--- config.mk ---
export PLATFORM = sky130hd
export DESIGN_NAME = dimm_err_leak_top
export DESIGN_NICKNAME = d
export VERILOG_FILES = /design/src/rtl/dimm_err_pkg.sv /design/src/rtl/dimm_decay_timer.sv /design/src/rtl/dimm_err_slot.sv /design/src/rtl/dimm_err_leak_top.sv
export SDC_FILE = /design/constraint.sdc
export NUM_CORES = 1
export LEC_CHECK = 0
export BUFFER_PORTS_ARGS = -buffer_cell sky130_fd_sc_hd__buf_2
export CORE_ASPECT_RATIO = 1.5
export CORE_MARGIN = 2
export CORE_UTILIZATION = 50
export DETAILED_ROUTE_END_ITERATION = 10
export GPL_ROUTABILITY_DRIVEN = 0
export HOLD_SLACK_MARGIN = 0.08
export PLACE_DENSITY_LB_ADDON = 0.05
export SLEW_MARGIN = 20
export SYNTH_ARGS = -nofsm -noshare
export SYNTH_HDL_FRONTEND = slang
export SYNTH_SLANG_ARGS = --single-unit
--- constraint.sdc ---
create_clock -name clk -period 4.4 [get_ports clk]
set_clock_uncertainty 0.1 [all_clocks]
set_input_delay 0.22 -clock clk [delete_from_list [all_inputs] [get_ports clk]]
set_output_delay 0.22 -clock clk [all_outputs]
set_load 0.01 [all_outputs]
--- src/rtl/dimm_err_pkg.sv ---
package dimm_err_pkg;

    typedef enum logic {
        ERR_CORR   = 1'b0,
        ERR_UNCORR = 1'b1
    } err_kind_e;

endpackage

--- src/rtl/dimm_decay_timer.sv ---
module dimm_decay_timer #(
    parameter int PERIOD_W = 8
) (
    input  logic                clk,
    input  logic                rst_n,
    input  logic [PERIOD_W-1:0] period,
    output logic                tick
);

    typedef struct packed {
        logic [PERIOD_W-1:0] cnt;
    } tmr_state_t;

    tmr_state_t tmr_d, tmr_q;

    always_comb begin
        tmr_d = tmr_q;
        tick  = (period != '0) && (tmr_q.cnt >= period - 1'b1);
        if (period == '0 || tick) begin
            tmr_d.cnt = '0;
        end else begin
            tmr_d.cnt = tmr_q.cnt + 1'b1;
        end
    end

    always_ff @(posedge clk) begin
        if (!rst_n) begin
            tmr_q <= '0;
        end else begin
            tmr_q <= tmr_d;
        end
    end


    tick_spacing_chk: assert property (@(posedge clk) disable iff (!rst_n)
        (tick && period > 1) ##1 $stable(period) |-> !tick);

endmodule

--- src/rtl/dimm_err_slot.sv ---
module dimm_err_slot #(
    parameter int CNT_W = 4
) (
    input  logic             clk,
    input  logic             rst_n,
    input  logic             inc_ce,
    input  logic             inc_ue,
    input  logic             tick,
    input  logic [CNT_W-1:0] thr_ce,
    input  logic [CNT_W-1:0] thr_ue,
    input  logic             clr,
    output logic [CNT_W-1:0] ce_cnt,
    output logic [CNT_W-1:0] ue_cnt,
    output logic             req
);

    localparam logic [CNT_W-1:0] CNT_MAX = '1;

    typedef struct packed {
        logic [CNT_W-1:0] ce;
        logic [CNT_W-1:0] ue;
        logic             req;
    } slot_state_t;

    slot_state_t slot_d, slot_q;
    logic        hit;

    function automatic logic [CNT_W-1:0] next_count(
        input logic [CNT_W-1:0] cur,
        input logic             inc,
        input logic             dec
    );
        logic leak;
        leak = dec && (cur != '0);
        if (inc && leak) begin
            next_count = cur;
        end else if (inc) begin
            next_count = (cur == CNT_MAX) ? cur : cur + 1'b1;
        end else if (leak) begin
            next_count = cur - 1'b1;
        end else begin
            next_count = cur;
        end
    endfunction

    always_comb begin
        slot_d    = slot_q;
        slot_d.ce = next_count(slot_q.ce, inc_ce, tick);
        slot_d.ue = next_count(slot_q.ue, inc_ue, tick);
        hit       = ((thr_ce != '0) && (slot_d.ce >= thr_ce)) ||
                    ((thr_ue != '0) && (slot_d.ue >= thr_ue));
        slot_d.req = hit || (slot_q.req && !clr);
    end

    always_ff @(posedge clk) begin
        if (!rst_n) begin
            slot_q <= '0;
        end else begin
            slot_q <= slot_d;
        end
    end

    assign ce_cnt = slot_q.ce;
    assign ue_cnt = slot_q.ue;
    assign req    = slot_q.req;


    no_overflow_chk: assert property (@(posedge clk) disable iff (!rst_n)
        (slot_q.ce == CNT_MAX && inc_ce && !tick) |=> (slot_q.ce == CNT_MAX));


    ue_no_overflow_chk: assert property (@(posedge clk) disable iff (!rst_n)
        (slot_q.ue == CNT_MAX && inc_ue && !tick) |=> (slot_q.ue == CNT_MAX));


    no_underflow_chk: assert property (@(posedge clk) disable iff (!rst_n)
        (slot_q.ce == '0 && !inc_ce) |=> (slot_q.ce == '0));


    inc_decay_cancel_chk: assert property (@(posedge clk) disable iff (!rst_n)
        (inc_ce && tick && slot_q.ce != '0) |=> $stable(slot_q.ce));


    req_hit_chk: assert property (@(posedge clk) disable iff (!rst_n)
        ($stable(thr_ce) && thr_ce != '0 && slot_q.ce >= thr_ce) |-> slot_q.req);


    req_sticky_chk: assert property (@(posedge clk) disable iff (!rst_n)
        (slot_q.req && !clr) |=> slot_q.req);

endmodule

--- src/rtl/dimm_err_leak_top.sv ---
module dimm_err_leak_top
    import dimm_err_pkg::*;
#(
    parameter int NUM_DIMMS = 4,
    parameter int CNT_W     = 4,
    parameter int PERIOD_W  = 8
) (
    input  logic                       clk,
    input  logic                       rst_n,
    input  logic                       err_valid,
    input  logic [$clog2(NUM_DIMMS)-1:0] err_dimm,
    input  logic                       err_uncorr,
    input  logic                       dual_mode,
    input  logic [CNT_W-1:0]           ce_thresh,
    input  logic [CNT_W-1:0]           ue_thresh,
    input  logic [PERIOD_W-1:0]        decay_period,
    input  logic [NUM_DIMMS-1:0]       spare_clr,
    output logic [NUM_DIMMS*CNT_W-1:0] ce_count,
    output logic [NUM_DIMMS*CNT_W-1:0] ue_count,
    output logic [NUM_DIMMS-1:0]       spare_req
);

    localparam int IDX_W = $clog2(NUM_DIMMS);
    localparam int HALF  = NUM_DIMMS / 2;

    logic [IDX_W-1:0]     slot_sel;
    err_kind_e            kind;
    logic [NUM_DIMMS-1:0] inc_ce;
    logic [NUM_DIMMS-1:0] inc_ue;
    logic                 tick;

    always_comb begin
        kind     = err_kind_e'(err_uncorr);
        slot_sel = dual_mode ? (err_dimm >> 1) : err_dimm;
        for (int k = 0; k < NUM_DIMMS; k++) begin
            inc_ce[k] = err_valid && (slot_sel == IDX_W'(k)) && (kind == ERR_CORR);
            inc_ue[k] = err_valid && (slot_sel == IDX_W'(k)) && (kind == ERR_UNCORR);
        end
    end

    dimm_decay_timer #(
        .PERIOD_W (PERIOD_W)
    ) timer_i (
        .clk    (clk),
        .rst_n  (rst_n),
        .period (decay_period),
        .tick   (tick)
    );

    for (genvar g = 0; g < NUM_DIMMS; g++) begin : g_slot
        dimm_err_slot #(
            .CNT_W (CNT_W)
        ) slot_i (
            .clk    (clk),
            .rst_n  (rst_n),
            .inc_ce (inc_ce[g]),
            .inc_ue (inc_ue[g]),
            .tick   (tick),
            .thr_ce (ce_thresh),
            .thr_ue (ue_thresh),
            .clr    (spare_clr[g]),
            .ce_cnt (ce_count[g*CNT_W +: CNT_W]),
            .ue_cnt (ue_count[g*CNT_W +: CNT_W]),
            .req    (spare_req[g])
        );
    end


    inc_onehot_chk: assert property (@(posedge clk) disable iff (!rst_n)
        $onehot0({inc_ce, inc_ue}));


    dual_upper_idle_chk: assert property (@(posedge clk) disable iff (!rst_n)
        dual_mode |-> (((inc_ce | inc_ue) >> HALF) == '0));

endmodule

; ---- Word-level counts from Yosys, hierarchy flattened
; Index checks and enable logic that the tools add are counted.
[totals]
regBits = 44
in_bits = 27
out_inout_bits = 36
elab_cells = 154
[op_classes]
addsub = 18
magnitude_cmp = 9
eq_ne = 11
n_mux = 33
bitwise_logic = 2
n_reduce_logical = 68
[op_table]
columns = op, n
row1 = two-way mux 4 bit, 32
row2 = logical AND 1 bit, 41
row3 = nonzero test 4 bit, 10
row4 = "adder 4 x 1 -> 4 bit, second input constant", 8
row5 = "equality test 4 bit, second input constant", 8
row6 = >= comparator 4 bit, 8
row7 = "subtractor 4 x 1 -> 4 bit, second input constant", 8
row8 = logical OR 1 bit, 9
row9 = "adder 8 x 1 -> 8 bit, second input constant", 1
row10 = >= comparator 8 bit, 1
row11 = zero test 8 bit, 1
row12 = nonzero test 8 bit, 1
row13 = "subtractor 8 x 1 -> 8 bit, second input constant", 1
row14 = "equality test 2 bit, second input constant", 2
row15 = zero test 1 bit, 4
row16 = "equality test 2 x 1 -> 1 bit, second input constant", 1
row17 = zero test 2 bit, 1
row18 = two-way mux 2 bit, 1
row19 = NOT 1 bit, 2
row20 = OR reduction 2 bit, 1

; ---- Depth between registers and ports, before layout
; Gate-level depths: netlist of the first run.
[depth]
word_depth = 11
mapped_depth = 21
mapped_depth_nobuf = 19

; ---- Cells and area by module
; Synthesis of the first run repeated with hierarchy kept, for this count alone.
[hier_totals]
hier_cells = 611
area_unflattened_um2 = 4797.1
[by_module_without_submodules]
columns = mod, instances, cells_per_inst, area_per_inst_um2
row1 = dimm_err_slot, 4, 131, 1011.0
row2 = dimm_decay_timer, 1, 73, 658.1
row3 = dimm_err_leak_top, 1, 14, 95.1

; ---- Least setup slack after synthesis of the first run
; No wires, ideal clock.
[synth_timing]
path_type = input to register
start = input decay_period[2]
end = register g_slot[3].slot_i.slot_q, in the netlist g_slot[3].slot_i.req
setup_time_ps = 128
arrival_ps = 3420
t_required_ps = 4172
setup_slack_ps = 753
cell_stages = 20
cell_sequence = nor3_1 > nor3b_1 > xnor2_1 > ha_1 > nand4_1 > a31o_2 > a21oi_1 > buf_2 > buf_4 > nand3_1 > nand2_1 > xnor2_1 > ha_1 > nand2b_1 > a21o_1 > a21o_1 > a21oi_1 > o22ai_1 > a21oi_1 > nor2_1
[synth_via]
elab_chain_cells = 11
word_cells_on_any_way = 20
cone_classes = add/sub: 1 / order compare: 3 / mux: 6 / reduce/logical: 10
[synth_rtl]
columns = item, line_no
row1 = from (decl), dimm_err_leak_top.sv:16  ; input logic [PERIOD_W-1:0] decay_period,
row2 = subtractor 8 x 1 -> 8 bit, dimm_decay_timer.sv:18  ; tick = (period != '0) && (tmr_q.cnt >= period - 1'b1);
row3 = >= comparator 8 bit, dimm_decay_timer.sv:18
row4 = logical AND 1 bit (*), dimm_decay_timer.sv:18
row5 = logical AND 1 bit, dimm_err_slot.sv:34  ; leak = dec && (cur != '0);
row6 = two-way mux 4 bit, dimm_err_slot.sv:39  ; end else if (leak) begin
row7 = two-way mux 4 bit, dimm_err_slot.sv:37  ; end else if (inc) begin
row8 = two-way mux 4 bit, dimm_err_slot.sv:35  ; if (inc && leak) begin
row9 = >= comparator 4 bit (on tied branches), "dimm_err_slot.sv:50, dimm_err_slot.sv:51"
row10 = logical AND 1 bit (on tied branches), "dimm_err_slot.sv:50, dimm_err_slot.sv:51"
row11 = logical OR 1 bit (*), dimm_err_slot.sv:50  ; hit = ((thr_ce != '0) && (slot_d.ce >= thr_ce)) ||
row12 = logical OR 1 bit (*), dimm_err_slot.sv:52  ; slot_d.req = hit || (slot_q.req && !clr);
row13 = to (signal assigned), dimm_err_slot.sv:59  ; slot_q <= slot_d;
row14 = to (decl), dimm_err_slot.sv:25  ; slot_state_t slot_d, slot_q;
; Every way passes the cells marked *; elsewhere a longest branch is shown, timed or not.
; A chain may end at the register's enable or synchronous reset.

; ---- Worst setup path in the final report of the first run
[layout_timing]
start = input decay_period[0]
end = register g_slot[1].slot_i.slot_q, in the netlist g_slot[1].slot_i.req
[layout_via]
elab_chain_cells = 11
word_cells_on_any_way = 20
cone_classes = add/sub: 1 / order compare: 3 / mux: 6 / reduce/logical: 10
[layout_rtl]
columns = item, line_no
row1 = subtractor 8 x 1 -> 8 bit, dimm_decay_timer.sv:18
row2 = >= comparator 8 bit, dimm_decay_timer.sv:18
row3 = logical AND 1 bit (*), dimm_decay_timer.sv:18
row4 = logical AND 1 bit, dimm_err_slot.sv:34
row5 = two-way mux 4 bit, dimm_err_slot.sv:39
row6 = two-way mux 4 bit, dimm_err_slot.sv:37
row7 = two-way mux 4 bit, dimm_err_slot.sv:35
row8 = >= comparator 4 bit (on tied branches), "dimm_err_slot.sv:50, dimm_err_slot.sv:51"
row9 = logical AND 1 bit (on tied branches), "dimm_err_slot.sv:50, dimm_err_slot.sv:51"
row10 = logical OR 1 bit (*), dimm_err_slot.sv:50
row11 = logical OR 1 bit (*), dimm_err_slot.sv:52
row12 = to (signal assigned), dimm_err_slot.sv:59
row13 = to (decl), dimm_err_slot.sv:25
; Marks and branches as above.

==> results.md, run 1 <==
* DR vias at ~4,100
* Buf/Inv on CP at 3
* Post-CTS setup buffer count at 0
* Yosys reg bits at 44
* HP Class: input port to register
* CP Capture Type: register
* Area Growth Syn to Fin at 15.0%
* Commonest cells post-synth: ha_1, dfxtp_1, inv_1
* RR Endpoint: g_slot[1].slot_i.req
* Leak at 0.00236 uW
* Top_reg_cell synth: dfxtp_1
* Final setup fails at 0
* Worst Path Required at 4460 ps
* Worst Setup Path Type: input port to register
* Setup TNS at 0 ps
* Vias in the first global route at 3,927
* GRT met3 Usage at 0.0383
* Final net count at 682
* Synth Area per Inst at about 8.1 um2
* ANT cells at 0
* Crit path DAT at 4040 ps
* Comb pwr share at 0.223
* P per Cell Area at 257 nW/um2
* Yosys Warn Count at 0
* Setup WS pre-CTS at ~130 ps
* Int Pwr at 928 uW
* IO Port Bufs at 62
* Die ar. at approximately 9400 um2
* Final hold slack at 115 ps
* Layout cells sized above 1 at 0.171
* Dominant cell type by area after synthesis: dfxtp_1
* Switching share of power at 0.276
* Worst Setup SP: decay_period[0]
* H-tree depth at 2
* Max-Cap Viols at 0
* Worst path most repeated cell: ha_1
* Max FO, Critical Path at 15
* Final Core Density at 0.592
* Max stage delay on crit path at 370 ps
* Final period util at 0.903
* Clock sinks at 44
* Max Buffers Root-to-Sink at 2
* Mapped cell area at 4330 um2
* Crit path max-delay family: compound AO/OA/AOI/OAI gates
* Overall routed net length at 11.8 mm
* Synth cell types at 73
* Cells after synthesis at around 540
* Reg2reg start: timer_i.tmr_q[0]
* # rows at 41
* Final WS setup at approximately 430 ps
* Top cells by area in the synthesized netlist: dfxtp_1, ha_1, mux2i_1
* Max_slew headroom at 0.434
* HPWL Detailed at 9.05 mm
* Initial antenna violation count at 0
* NetSw at 353 uW
* Grt met1 use at 0.319
* Via-to-Cell Ratio at just under 6
* Synth top area share at 0.203
* Routed Antenna Nets at 0
* Worst path slowest cell: o211ai_1
* Status: finished, final reports clean
* Die H at 118 um
* Fill cells at 776
* Hold Buf Count CTS at 0
* First-pass GRT wire length at 19.1 mm
* Worst path cell trace: buf_2 -> inv_1 -> ha_1 -> xnor2_1 -> ha_1 -> and3_1 -> o21ai_1 -> a31oi_4 -> buf_4 -> o211ai_1 -> mux2i_1 -> xnor2_1 -> ha_1 -> nand2b_1 -> a21o_1 -> a21o_1 -> a21oi_1 -> o22ai_1 -> a21oi_1 -> nor2_1
* Max rail drop VDD at 0.191 mV
* Core box area at 8410 um2
* CTS resizes at 0
* Least-Margin Pin Slew at roughly 840 ps
* Worst-path clk slew at 70 ps
* Initial Utilization at 0.515
* Number of synthesized flops with an enable pin at 0
* Fmax achieved at approximately 0.25 GHz
* Fraction of registers with async set/reset at 0
* Total GRT Usage at 0.253
* Die width at about 80 um
* Worst setup path endpoint: g_slot[1].slot_i.req
* Power Total at 1280 uW
* GRT met2 Usage at 0.440
* DRT iter0 DRCs at around 180
* Clock network fraction of design power at 0.433
* R2R cell count at 17
* Wire per inst at 16.8 um
* CTS tree: built
* Register area share after synthesis at 0.203
* Pre-Repair DR Iteration Count at 4
* Post-Syn Nets at 622
* Sequential power share at 0.344
* GRT overflow at 0
* Critical path launch point type: input port
* Num ports at 63
* Critical Path Stages at 20
* CTS Buf Count at 5
* FF-to-FF setup slack at 450 ps
* Most frequent cell after synthesis: ha_1
* Residual DRC count at 0
* Fin crit period at 3970 ps
* Slew Limit Fails at 0
* RSZ-0062 raised after global routing: no
* Worst skew pair latency at slightly below 300 ps
* Busiest grt layer: met2
* Pin count of the biggest net entering global routing at 27
* Hold Vio Cnt, Final at 0
* Clk root buf: clkbuf_16
## placed cells by master, fill, tap and decap left out, types with 7 or more instances in the layout
cell type,synthesis,final
nand4_1,11,11
a21oi_1,26,25
dfxtp_1,44,44
xnor2_1,12,12
a31oi_1,11,11
nand2b_1,16,16
nand2_1,30,30
xor2_1,9,9
o21ai_0,9,9
a21o_1,18,18
nor2b_1,12,12
nor3_1,16,16
o211ai_1,12,12
nand3_1,19,19
buf_4,6,8
nor2_1,37,37
o22ai_1,9,9
ha_1,59,59
nor4_1,7,7
buf_2,3,62
and2_1,21,21
inv_1,38,38
and3_1,8,8
mux2i_1,20,20
## worst min-delay path by stage
stage | start | to | cells past startpoint
floorplan | spare_clr[0] | g_slot[0].slot_i.req | 3
global placement | g_slot[1].slot_i.req | g_slot[1].slot_i.req | 2
detailed placement | g_slot[0].slot_i.req | g_slot[0].slot_i.req | 2
CTS | spare_clr[1] | g_slot[1].slot_i.req | 4
global route | spare_clr[3] | g_slot[3].slot_i.req | 4
finish | spare_clr[1] | g_slot[1].slot_i.req | 4
## sequential cells by signal (all words and copies together) (netlist names)
name and cells:
g_slot.slot_i.ce_cnt 16, g_slot.slot_i.ue_cnt 16, timer_i.tmr_q 8, g_slot.slot_i.req 4
## tightest hold or removal path, delay by kind of cell
family	cells	cell delay (ps)
AO/OA/AOI/OAI	1	50
AND/OR/NAND/NOR	1	70
buffers and inverters	2	130
## stage by stage
stage	instance area [um2]	std cells
4_1_cts	4980	704
6_report	4980	704
3_5_place_dp	4760	696
2_1_floorplan	4330	536
5_1_grt	4980	704
3_3_place_gp	4760	696
## logic make-up (layout without fill, tap and decap cells)
group | Yosys count | count (layout) | share of synthesized area
AND/OR/NAND/NOR | 202 | 202 | 0.256
AO/OA/AOI/OAI | 131 | 131 | 0.218
adder cells (fa/ha/maj) | 59 | 59 | 0.170
buffers and inverters | 56 | 117 | 0.0546
flip-flops | 44 | 44 | 0.203
multiplexers | 23 | 23 | 0.0549
XOR/XNOR | 21 | 21 | 0.0425
## power groups by stage
stage                     logic, uW  clock network [uW]  registers [uW]
after global placement          277                   0             448
after CTS                       287                 565             440
after floorplan                 203                   0             447
after detailed placement        285                   0             449
after global routing            320                 573             443
final                           286                 554             440
## layer usage
| layer | up-vias | share of wire |
|---|---|---|
| li1 | 2083 | - |
| met1 | 1929 | 0.45 |
| met2 | 98 | 0.50 |
| met3 | 14 | 0.038 |
| met4 | 0 | 0.014 |
| met5 | - | 0 |
## final cells by class
type / count / area, um2 / share of cell area
Clock inverter: 3 / 90.1 / 0.0181
Tap cell: 107 / 134 / 0.0269
Sequential cell: 44 / 881 / 0.177
Timing Repair Buffer: 71 / 390 / 0.0784
Inverter: 38 / 143 / 0.0286
Multi-Input combinational cell: 436 / 3220 / 0.646
Clock buffer: 5 / 125 / 0.0251
No activity file was read; power rests on OpenSTA's default activity.
==> run 2: changes to the inputs <==
--- a/config.mk
+++ b/config.mk
@@ -12,7 +12,7 @@
 export DETAILED_ROUTE_END_ITERATION = 10
 export GPL_ROUTABILITY_DRIVEN = 0
 export HOLD_SLACK_MARGIN = 0.08
-export PLACE_DENSITY_LB_ADDON = 0.05
+export PLACE_DENSITY = 0.71
 export SLEW_MARGIN = 20
 export SYNTH_ARGS = -nofsm -noshare
 export SYNTH_HDL_FRONTEND = slang
==> results.md, run 2 (synthesis results as in run 1) <==
* Clock sinks at 44 (unchanged)
* Layout cells sized above 1 at 0.169 (was 0.171)
* Fin area at 4910 um2 (was 4980 um2)
* IO Port Bufs at 62 (unchanged)
* Status: finished, final reports clean (unchanged)
* Die width at 80.0 um (unchanged)
* H-tree depth at 2 (unchanged)
* Worst Path Required at 4460 ps (about the same)
* Slew Limit Fails at 0 (unchanged)
* Num ports at 63 (unchanged)
* Hold Buf Count CTS at 0 (unchanged)
* Core box area at 8410 um2 (unchanged)
* CTS tree: built (unchanged)
* # rows at 41 (unchanged)
* Switching share of power at 0.312 (was 0.276)
* Worst-path clk slew at 60 ps (was 70 ps)
* Placement-stage cell area at 4760 um2 (about the same)
* Setup TNS at 0 ps (unchanged)
* P per Cell Area at 229 nW/um2 (was 257 nW/um2)
* Max Buffers Root-to-Sink at 2 (unchanged)
* Final net count at 683 (was 682)
* Via-to-Cell Ratio at 6.13 (was 5.86)
* Worst skew pair latency at 290 ps (about the same)
* Residual DRC count at 0 (unchanged)
* DR vias at 4,320 (was 4,124)
* Overall routed net length at 12.2 mm (was 11.8 mm)
* Max rail drop VDD at 0.163 mV (was 0.191 mV)
* Post-CTS setup buffer count at 0 (unchanged)
* Max_slew headroom at 0.323 (was 0.434)
* Int Pwr at 772 uW (was 928 uW)
* DRT iter0 DRCs at 359 (was 182)
* Fmax achieved at 0.244 GHz (was 0.252 GHz)
* HPWL Detailed at 9.33 mm (was 9.05 mm)
* Die H at 118 um (unchanged)
* Pin count of the biggest net entering global routing at 27 (unchanged)
* Leak at 0.00233 uW (was 0.00236 uW)
* Final setup fails at 0 (unchanged)
* Critical path launch point type: input port (unchanged)
* Crit path DAT at 4160 ps (was 4040 ps)
* Clk root buf: clkbuf_16 (unchanged)
* First-pass GRT wire length at 19.8 mm (was 19.1 mm)
* CTS Buf Count at 5 (unchanged)
* NetSw at 350 uW (was 353 uW)
* Max-Cap Viols at 0 (unchanged)
* CP Capture Type: register (unchanged)
* Total GRT Usage at 0.262 (was 0.253)
* Final Core Density at 0.583 (was 0.592)
* Routed Antenna Nets at 0 (unchanged)
* Worst Setup Path Type: input port to register (unchanged)
* Initial antenna violation count at 0 (unchanged)
* HP Class: input port to register (unchanged)
* Initial Utilization at 0.515 (unchanged)
* Area Growth Syn to Fin at 13.3% (was 15.0%)
* Max FO, Critical Path at 10 (was 15)
* Clock network fraction of design power at 0.349 (was 0.433)
* Pre-Repair DR Iteration Count at 5 (was 4)
* Least-Margin Pin Slew at 1010 ps (was 841 ps)
* Power Total at 1120 uW (was 1280 uW)
* Final period util at 0.932 (was 0.903)
* Comb pwr share at 0.259 (was 0.223)
* Most common cell after layout, fill and taps aside: buf_2 (unchanged)
* CTS resizes at 0 (unchanged)
* Vias in the first global route at 4,249 (was 3,927)
* Sequential power share at 0.392 (was 0.344)
* Commonest cells after routing, fill and taps aside: buf_2, ha_1, dfxtp_1 (unchanged)
* Die ar. at 9440 um2 (unchanged)
* ANT cells at 0 (unchanged)
* Hold Vio Cnt, Final at 0 (unchanged)
* Wire per inst at 17.3 um (was 16.8 um)
* RSZ-0062 raised after global routing: no (unchanged)
* Fin crit period at 4100 ps (was 3970 ps)
* GRT overflow at 0 (unchanged)
[run 2: cell count changes in the layout (fill, tap and decap cells not counted)]
| cell | change |
|---|---|
| buf_12 | -1 |
| buf_4 | +2 |
| bufinv_16 | -3 |
| clkbuf_1 | +2 |
| clkbuf_8 | +1 |
[run 2: final cells by class]
| type | count | area [um2] |
|---|---|---|
| clock buffer | 8 | 146 |
| fill | 795 | 3510 |
| inverter | 38 | 143 |
| multi-input combinational | 436 | 3220 |
| sequential | 44 | 881 |
| tap | 107 | 134 |
| timing repair buffer | 72 | 385 |
[run 2: stage by stage]
stage,std cells,hold slack (ps),setup WS (ps)
after global placement,697,382,23.4
after CTS,705,128,306
after floorplan,536,303,753
final,705,130,299
after detailed placement,697,379,9.23
after global routing,705,177,20.8
[run 2: critical path: stages]
cell and delay (ps):
buf_2 100, inv_1 70, ha_1 250, xnor2_1 140, ha_1 290, and3_1 180
o21ai_1 270, a31oi_4 130, buf_4 200, buf_4 190, o211ai_1 370, mux2i_1 260
xnor2_1 170, ha_1 260, nand2b_1 140, a21o_1 180, a21o_1 160, a21oi_1 250
o22ai_1 130, a21oi_1 150, nor2_1 50
[run 2: layer usage]
layer	track usage	part of all wire	wire length, um
met1	0.294	0.39	4810
met4	0.123	0.035	427
met2	0.467	0.51	6260
met5	0	0	0
met3	0.0437	0.058	707
[run 2: path summary, 6_finish.rpt]
path	depth (start not counted)	slack, ps	to	startpoint
max	21	300	g_slot[1].slot_i.req	decay_period[0]
min	4	130	g_slot[3].slot_i.req	spare_clr[3]
max reg2reg	18	320	g_slot[1].slot_i.req	timer_i.tmr_q[0]
min reg2reg	2	400	g_slot[1].slot_i.req	g_slot[1].slot_i.req
[run 2: power by group through the flow]
stage | sequential [uW] | clock (uW) | combinational (uW)
finish | 440 | 391 | 290
global placement | 448 | 0 | 275
global route | 442 | 416 | 328
detailed placement | 449 | 0 | 288
floorplan | 447 | 0 | 203
CTS | 440 | 397 | 289
